[src/rtl/rt_pkg.sv]
`timescale 1ns/1ps
package rt_pkg;

    localparam int LEG_IO_W  = 10;
    localparam int LEG_MEM_W = 20;

    localparam logic [LEG_IO_W-1:0] IO_MONO_LO  = 10'h3B0;
    localparam logic [LEG_IO_W-1:0] IO_MONO_HI  = 10'h3BB;
    localparam logic [LEG_IO_W-1:0] IO_PORT_LO  = 10'h3BC;
    localparam logic [LEG_IO_W-1:0] IO_PORT_HI  = 10'h3BF;
    localparam logic [LEG_IO_W-1:0] IO_COLOR_LO = 10'h3C0;
    localparam logic [LEG_IO_W-1:0] IO_COLOR_HI = 10'h3DF;

    localparam logic [LEG_MEM_W-1:0] FB_ANY_LO  = 20'hA0000;
    localparam logic [LEG_MEM_W-1:0] FB_ANY_HI  = 20'hBFFFF;
    localparam logic [LEG_MEM_W-1:0] FB_MONO_LO = 20'hB0000;
    localparam logic [LEG_MEM_W-1:0] FB_MONO_HI = 20'hB7FFF;

    typedef enum logic {
        DEST_HUB = 1'b0,
        DEST_GFX = 1'b1
    } dest_e;

    typedef struct packed {
        logic fb_any;
        logic fb_mono;
        logic io_mono;
        logic io_port;
        logic io_color;
    } legacy_hit_t;

    typedef struct packed {
        logic vga;
        logic mono;
        logic isa;
    } route_ctl_t;

    typedef struct packed {
        logic  valid;
        dest_e dest;
        logic  illegal;
    } route_out_t;

    function automatic logic in_span_io(input logic [LEG_IO_W-1:0] v,
                                        input logic [LEG_IO_W-1:0] lo,
                                        input logic [LEG_IO_W-1:0] hi);
        return (v >= lo) && (v <= hi);
    endfunction

    function automatic logic in_span_mem(input logic [LEG_MEM_W-1:0] v,
                                         input logic [LEG_MEM_W-1:0] lo,
                                         input logic [LEG_MEM_W-1:0] hi);
        return (v >= lo) && (v <= hi);
    endfunction

    // Offsets 100h..3FFh of each 1 KB block belong to the ISA alias space
    function automatic logic isa_alias_cut(input logic [LEG_IO_W-1:0] v);
        return v[9:8] != 2'b00;
    endfunction

    // Monochrome split only counts when the colour ranges are enabled
    function automatic route_ctl_t sanitize_ctl(input logic vga,
                                                input logic mda,
                                                input logic isa);
        route_ctl_t c;
        c.vga  = vga;
        c.mono = vga & mda;
        c.isa  = isa;
        return c;
    endfunction

    function automatic logic ctl_is_illegal(input logic vga, input logic mda);
        return !vga && mda;
    endfunction

endpackage

[src/rtl/rt_window_cmp.sv]
`timescale 1ns/1ps
module rt_window_cmp #(
    parameter int W = 16
) (
    input  logic [W-1:0] addr,
    input  logic [W-1:0] base,
    input  logic [W-1:0] limit,
    output logic         hit
);
    // Inclusive compare; an inverted pair can never satisfy both terms
    always_comb begin
        hit = (addr >= base) && (addr <= limit);
    end
endmodule

[src/rtl/rt_legacy_decode.sv]
`timescale 1ns/1ps
module rt_legacy_decode
    import rt_pkg::*;
#(
    parameter int ADDR_W = 32
) (
    input  logic [ADDR_W-1:0] addr,
    output legacy_hit_t       hit
);
    localparam int UPPER_W = ADDR_W - LEG_MEM_W;

    logic                 upper_clear;
    logic [LEG_MEM_W-1:0] mem_low;
    logic [LEG_IO_W-1:0]  io_low;

    generate
        if (UPPER_W > 0) begin : g_upper
            assign upper_clear = ~|addr[ADDR_W-1:LEG_MEM_W];
        end else begin : g_no_upper
            assign upper_clear = 1'b1;
        end
    endgenerate

    assign mem_low = addr[LEG_MEM_W-1:0];
    assign io_low  = addr[LEG_IO_W-1:0];

    always_comb begin
        hit.fb_any   = upper_clear && in_span_mem(mem_low, FB_ANY_LO,  FB_ANY_HI);
        hit.fb_mono  = upper_clear && in_span_mem(mem_low, FB_MONO_LO, FB_MONO_HI);
        hit.io_mono  = in_span_io(io_low, IO_MONO_LO,  IO_MONO_HI);
        hit.io_port  = in_span_io(io_low, IO_PORT_LO,  IO_PORT_HI);
        hit.io_color = in_span_io(io_low, IO_COLOR_LO, IO_COLOR_HI);
    end
endmodule

[src/rtl/rt_route_select.sv]
`timescale 1ns/1ps
module rt_route_select
    import rt_pkg::*;
(
    input  logic        is_io,
    input  legacy_hit_t leg,
    input  logic        io_win_hit,
    input  logic        mem_win_hit,
    input  logic        isa_cut,
    input  route_ctl_t  ctl,
    output dest_e       dest
);
    always_comb begin
        dest = DEST_HUB;
        if (is_io) begin
            if (ctl.vga && leg.io_port) begin
                dest = DEST_HUB;
            end else if (ctl.mono && leg.io_mono) begin
                dest = DEST_HUB;
            end else if (ctl.vga && (leg.io_mono || leg.io_color)) begin
                dest = DEST_GFX;
            end else if (io_win_hit && !(ctl.isa && isa_cut)) begin
                dest = DEST_GFX;
            end
        end else begin
            if (ctl.mono && leg.fb_mono) begin
                dest = DEST_HUB;
            end else if (ctl.vga && leg.fb_any) begin
                dest = DEST_GFX;
            end else if (mem_win_hit) begin
                dest = DEST_GFX;
            end
        end
    end
endmodule

[src/rtl/rt_host_route.sv]
`timescale 1ns/1ps
module rt_host_route
    import rt_pkg::*;
#(
    parameter int ADDR_W  = 32,
    parameter int IO_W    = 16,
    parameter int MEM_LSB = 20
) (
    input  logic                      clk,
    input  logic                      rst,
    input  logic                      req_valid,
    input  logic                      req_is_io,
    input  logic [ADDR_W-1:0]         req_addr,
    input  logic [IO_W-1:0]           cfg_io_base,
    input  logic [IO_W-1:0]           cfg_io_limit,
    input  logic [ADDR_W-MEM_LSB-1:0] cfg_mem_base,
    input  logic [ADDR_W-MEM_LSB-1:0] cfg_mem_limit,
    input  logic [ADDR_W-MEM_LSB-1:0] cfg_pref_base,
    input  logic [ADDR_W-MEM_LSB-1:0] cfg_pref_limit,
    input  logic                      cfg_vga_en,
    input  logic                      cfg_mda_en,
    input  logic                      cfg_isa_en,
    output logic                      route_valid,
    output logic                      route_gfx,
    output logic                      cfg_illegal
);
    localparam int MEM_W       = ADDR_W - MEM_LSB;
    localparam int NUM_MEM_WIN = 2;

    legacy_hit_t                   leg;
    route_ctl_t                    ctl;
    dest_e                         next_dest;
    logic                          io_win_hit;
    logic                          mem_win_any;
    logic [NUM_MEM_WIN-1:0]        mem_win_hit;
    logic [NUM_MEM_WIN-1:0][MEM_W-1:0] win_base;
    logic [NUM_MEM_WIN-1:0][MEM_W-1:0] win_limit;
    route_out_t                    out_q;

    assign ctl = sanitize_ctl(cfg_vga_en, cfg_mda_en, cfg_isa_en);

    rt_legacy_decode #(.ADDR_W(ADDR_W)) u_legacy (
        .addr (req_addr),
        .hit  (leg)
    );

    rt_window_cmp #(.W(IO_W)) u_io_win (
        .addr  (req_addr[IO_W-1:0]),
        .base  (cfg_io_base),
        .limit (cfg_io_limit),
        .hit   (io_win_hit)
    );

    assign win_base[0]  = cfg_mem_base;
    assign win_limit[0] = cfg_mem_limit;
    assign win_base[1]  = cfg_pref_base;
    assign win_limit[1] = cfg_pref_limit;

    generate
        for (genvar gi = 0; gi < NUM_MEM_WIN; gi++) begin : g_mem_win
            rt_window_cmp #(.W(MEM_W)) u_mem_win (
                .addr  (req_addr[ADDR_W-1:MEM_LSB]),
                .base  (win_base[gi]),
                .limit (win_limit[gi]),
                .hit   (mem_win_hit[gi])
            );
        end
    endgenerate

    assign mem_win_any = |mem_win_hit;

    rt_route_select u_select (
        .is_io       (req_is_io),
        .leg         (leg),
        .io_win_hit  (io_win_hit),
        .mem_win_hit (mem_win_any),
        .isa_cut     (isa_alias_cut(req_addr[LEG_IO_W-1:0])),
        .ctl         (ctl),
        .dest        (next_dest)
    );

    always_ff @(posedge clk) begin
        if (rst) begin
            out_q.valid   <= 1'b0;
            out_q.dest    <= DEST_HUB;
            out_q.illegal <= 1'b0;
        end else begin
            out_q.valid   <= req_valid;
            out_q.dest    <= req_valid ? next_dest : DEST_HUB;
            out_q.illegal <= ctl_is_illegal(cfg_vga_en, cfg_mda_en);
        end
    end

    assign route_valid = out_q.valid;
    assign route_gfx   = (out_q.dest == DEST_GFX);
    assign cfg_illegal = out_q.illegal;

endmodule

[config.mk]
export PLATFORM = sky130hd
export DESIGN_NAME = rt_host_route
export DESIGN_NICKNAME = d
export VERILOG_FILES = /design/src/rtl/rt_pkg.sv /design/src/rtl/rt_window_cmp.sv /design/src/rtl/rt_legacy_decode.sv /design/src/rtl/rt_route_select.sv /design/src/rtl/rt_host_route.sv
export SDC_FILE = /design/constraint.sdc
export NUM_CORES = 1
export LEC_CHECK = 0
export ABC_AREA = 1
export BUFFER_PORTS_ARGS = -buffer_cell sky130_fd_sc_hd__buf_2
export CAP_MARGIN = 5
export CORE_ASPECT_RATIO = 1.1
export CORE_MARGIN = 2
export CORE_UTILIZATION = 48
export CTS_BUF_LIST = sky130_fd_sc_hd__clkbuf_4 sky130_fd_sc_hd__clkbuf_8
export CTS_CLUSTER_DIAMETER = 150
export CTS_CLUSTER_SIZE = 16
export DETAILED_ROUTE_END_ITERATION = 8
export HOLD_SLACK_MARGIN = 0.03
export PLACE_DENSITY = 0.84
export SYNTH_ARGS = -nofsm -noshare
export SYNTH_HDL_FRONTEND = slang
export SYNTH_SLANG_ARGS = --single-unit
[constraint.sdc]
create_clock -name clk -period 1.7 [get_ports clk]
set_input_delay 0.34 -clock clk [delete_from_list [all_inputs] [get_ports clk]]
set_output_delay 0.34 -clock clk [all_outputs]
set_load 0.03 [all_outputs]
# Word level (Yosys, flattened, before mapping)
# Cells that the tools add are included.
# classes
bitwise	2
reduce_logical	26
magnitude_cmp	16
mux	8
# op_table
cell	count
greater-or-equal comparator 20 bit, second input constant	2
less-or-equal comparator 20 bit, second input constant	2
greater-or-equal comparator 10 bit, second input constant	3
less-or-equal comparator 10 bit, second input constant	3
greater-or-equal comparator 12 bit	2
less-or-equal comparator 12 bit	2
logical AND 1 bit	18
greater-or-equal comparator 16 bit	1
less-or-equal comparator 16 bit	1
OR reduction 12 bit	1
two-way mux 1 bit	8
OR reduction 2 bit	2
logical NOT 1 bit	3
nonzero test 2 bit	1
AND 1 bit	1
logical OR 1 bit	1
NOT 1 bit	1
# totals
elab_cells	55
out_inout_bits	3
inputBits	119
register_bits	3

# Longest topological paths before layout
# depth
word_depth	9
ltp_mapped	16
depth_no_buf	16

# By module
# Synthesis repeated with hierarchy kept, for this count alone.
# hier_totals
cells_unflattened	422
area_unflattened_um2	2538.7
# by_module_without_submodules
module	cells_each	n_inst	area_each_um2
rt_window_cmp (g_mem_win[0].u_mem_win ...)	110	2	689.4
rt_window_cmp (u_io_win)	140	1	855.8
rt_legacy_decode	33	1	135.1
rt_host_route	14	1	108.9
rt_route_select	15	1	60.1

# Worst setup path before layout
# No wires, ideal clock.
# synth_path
path_type	input to register
from	input port cfg_pref_limit[11]
to	register out_q (netlist bit route_gfx)
required_ns	1.586
cell_stages	12
setup_ns	0.114
t_arrival_ns	1.331
path_buffers	0
slack_ns	0.255
cell_sequence	inv_1 ha_1 nand2_1 nor2_1 and2_1 nand2_1 nand3_1 nand2_1 nand2_1 nand3_1 nand2_1 a21oi_2
# synth_between
elab_chain_len	7
# synth_lines
item	line	text
from (decl)	rt_host_route.sv:19	input logic [ADDR_W-MEM_LSB-1:0] cfg_pref_limit,
less-or-equal comparator 12 bit	rt_window_cmp.sv:12	hit = (addr >= base) && (addr <= limit);
logical AND 1 bit	rt_window_cmp.sv:12	
OR reduction 2 bit	rt_host_route.sv:70	assign mem_win_any = |mem_win_hit;
two-way mux 1 bit	rt_route_select.sv:30	end else if (mem_win_hit) begin
two-way mux 1 bit	rt_route_select.sv:28	end else if (ctl.vga && leg.fb_any) begin
two-way mux 1 bit	rt_route_select.sv:26	if (ctl.mono && leg.fb_mono) begin
two-way mux 1 bit	rt_route_select.sv:15	if (is_io) begin
to (decl)	rt_host_route.sv:38	route_out_t out_q;
# Every way passes these cells.
# A chain may end at the register's enable or synchronous reset.

# Worst setup path after layout
# layout_path
from	input port req_addr[27]
to	register out_q (netlist bit route_gfx)
# layout_between
elab_chain_len	7
word_cells_on_any_way	17
classes_between	order compare: 4; mux: 4; reduce/logical: 9
# layout_lines
item	line	text
from (decl)	rt_host_route.sv:13	input logic [ADDR_W-1:0] req_addr,
greater-or-equal comparator 12 bit, or another cell as far along	rt_window_cmp.sv:12	
logical AND 1 bit or logical NOT 1 bit (tied branches)	rt_window_cmp.sv:12, rt_legacy_decode.sv:18	
OR reduction 2 bit or logical AND 1 bit (tied branches)	rt_host_route.sv:70, rt_legacy_decode.sv:28	
two-way mux 1 bit or logical AND 1 bit (tied branches)	rt_route_select.sv:30, rt_route_select.sv:28	
two-way mux 1 bit	rt_route_select.sv:28	
two-way mux 1 bit *	rt_route_select.sv:26	
two-way mux 1 bit *	rt_route_select.sv:15	
# Mark *: on every way between the ends. The rest lies on a longest branch, timed or not.

==> results.toml <==
[clock_tree]
cts_resized = 0
clk_path_buf_depth = 2
cts.clk_slew.worst_paths_ns = 0.03
clock-sinks = 3
holdBufCountCts = 0
htreeDepth = 1
post_cts_buffers = 0
cts_tree = "yes"
cts_buffers = 3
cts_root_buffer = "clkbuf_8"

[die]
initial_core_util_pct = 49.95
core_sq_mm = 0.004652
io_pins = 122
row_count = 26
fp.dieArea_sq_mm = 0.005414
die_h_um = 76.97
die_w_um = 70.34

[routing]
vias = 2724
drc = 0
routed_wl_um = 5971
drt_iter0_drc = 41
dr.pass1.iters = 4
wl_per_cell_um = 10.76
viasPerCell = 4.908
ant_nets = 0

[min_path]
worstHoldStart = "rst"
hold_end = "cfg_illegal$_SDFF_PP0_"
hp-class = "input port to flop"
hold-path-cell-count = 2

[layout]
drive_above_1_share_pct = 26.85
stdcell_count = 555
layout_commonest_cell = "buf_2"
diodes = 0
final_cell_mix = "buf_2 (121), inv_1 (93), ha_1 (80), nand2_1 (77), a21oi_1 (35)"
final_area_sq_mm = 0.003048
nNetsFinal = 699
syn_to_final_growth_pct = 31.18
post-route-util_pct = 65.52

[global_routing]
gr-usage-all-layers_pct = 23.03
grt_overflow = 0
grt_pass1_vias = 2817
grt_start_max_net_pins = 6
antenna_found_initial = 0
grt_pass1_wl_um = 10710

[critical_path]
crit_path_start_kind = "input port"
worstPathArrival_ns = 1.59
slowest_stage = "ha_1"
critical_path_class = "input port to flop"
critPathCaptureType = "flop"
cpPeakStageDelay_ns = 0.31
cp_cell_sequence = "buf_2, ha_1, a21o_1, o21ai_0, nand4_2, nand2_1, nand3_1, nand2_1, a21oi_2"
path_max_fanout = 5
crit_top_cell = "nand2_1"
cp.required_ns = 1.81

[timing]
holdWs_ns = 0.3018
drv_slew = 0
finalCriticalPeriod_ns = 1.488
rsz0062_at_grt = "false"
max_freq_mhz = 672.1
worst_slew_pin_slew_ns = 0.2596
maxSlewHeadroom_pct = 82.51
final-hold-violation-count = 0
finalCritPeriodShare_pct = 87.53
setup_viol = 0

[placed_design]
placed_area_sq_mm = 0.002999
dpl.hpwl_um = 5473
post-place-cells = 551
gp_congestion = 0.9053
numPortBuffers = 121

[status]
status = "finished, final reports clean"

[yosys]
syn_area_sq_mm = 0.002323
netlist_instances = 374
yosysSeqAreaShare_pct = 2.585
postSynthAreaPerCell_sq_um = 6.213
synth.distinct_cells = 22
synth-seq-cells = 3
ys_warn_count = 0
synth.net_count = 573

[job]
max_cap_viol_count = 0

[power_and_ir_drop]
powerDensity_mw_per_mm2 = 308.1
p_leak_nw = 2.017
ir_drop_uv = 183.6
[final cells by class]
| class | instances | area (sq um) |
|---|---|---|
| multi-input combinational | 274 | 1899 |
| fill | 424 | 1604 |
| timing repair buffer | 121 | 605.6 |
| inverter | 97 | 364.1 |
| tap | 56 | 70.07 |
| sequential | 3 | 60.06 |
| clock buffer | 4 | 48.80 |
[how the worst max path moves through the flow]
stage / startpoint / end / slack, ns / depth (start not counted)
4_1_cts: req_addr[27] / route_gfx$_SDFF_PP0_ / 0.20 / 9
5_1_grt: req_addr[3] / route_gfx$_SDFF_PP0_ / 0.07 / 15
2_1_floorplan: cfg_pref_limit[11] / route_gfx$_SDFF_PP0_ / 0.25 / 12
3_3_place_gp: req_addr[31] / route_gfx$_SDFF_PP0_ / 0.02 / 12
3_5_place_dp: req_addr[27] / route_gfx$_SDFF_PP0_ / -0.03 / 9
6_report: req_addr[27] / route_gfx$_SDFF_PP0_ / 0.21 / 9
[synthesized netlist by cell type]
| cell | number | area [sq um] |
|---|---|---|
| a21oi_1 | 35 | 175.2 |
| a21oi_2 | 1 | 8.760 |
| inv_2 | 3 | 11.26 |
| a311oi_1 | 1 | 8.760 |
| nand2_1 | 77 | 289.0 |
| inv_1 | 93 | 349.1 |
| clkinv_1 | 1 | 3.750 |
| o21a_1 | 4 | 30.03 |
| nor3_2 | 1 | 10.01 |
| nor2_2 | 2 | 12.51 |
| dfxtp_1 | 3 | 60.06 |
| nand4_1 | 7 | 43.79 |
| nand4_2 | 1 | 12.51 |
| a21o_1 | 2 | 15.01 |
| o21a_2 | 1 | 8.760 |
| and2_1 | 4 | 25.02 |
| o21ai_0 | 11 | 55.05 |
| o21bai_1 | 2 | 15.01 |
| ha_1 | 80 | 1001 |
| nor2_1 | 29 | 108.9 |
| nand3_1 | 12 | 60.06 |
| nor3_1 | 4 | 20.02 |
[registers in the layout, indices dropped and copies added (netlist names)]
| name | flops |
|---|---|
| cfg_illegal | 1 |
| route_gfx | 1 |
| route_valid | 1 |
[power breakdown]
part | switching [mW] | internal [mW] | leakage (nW)
clock network | 0.0493 | 0.176 | 0.0262
registers | 0.000705 | 0.0744 | 0.0247
logic | 0.338 | 0.300 | 1.97
total | 0.388 | 0.551 | 2.02
[kinds of logic (layout without fill, tap and decap cells)]
| family | after synthesis | in the layout | share of synthesized area, % |
|---|---|---|---|
| flip-flops | 3 | 3 | 2.585 |
| buffers and inverters | 97 | 222 | 15.67 |
| AO/OA/AOI/OAI | 57 | 57 | 13.62 |
| adder cells (fa/ha/maj) | 80 | 80 | 43.08 |
| AND/OR/NAND/NOR | 137 | 137 | 25.04 |
[metal layers]
layer	vias to the layer above	global-route usage, %	part of all wire [%]	wire length (um)
met5	-	0	0	0
met4	0	5.577	1.2	70
met3	10	2.891	7.7	459
met2	101	45.28	51	3070
met1	1163	25.47	40	2370
li1	1450	-	-	-
[stage by stage]
step | setup WS (ns) | setup TNS, ns | power, mW
floorplan | 0.2550 | 0 | 0.4552
global placement | 0.02277 | 0 | 0.6884
detailed placement | -0.02507 | -0.02507 | 0.7155
CTS | 0.1994 | 0 | 0.9467
global route | 0.06996 | 0 | 1.068
finish | 0.2120 | 0 | 0.9389
[worst max-delay path, delay by kind of cell]
| kind | cells | cell delay, ns |
|---|---|---|
| AOI/OAI and AO/OA | 3 | 0.44 |
| buffers and inverters | 1 | 0.14 |
| and+or+nand+nor | 4 | 0.35 |
| adders and majority gates | 1 | 0.31 |
Note: power is estimated with default switching activity, not from simulation.
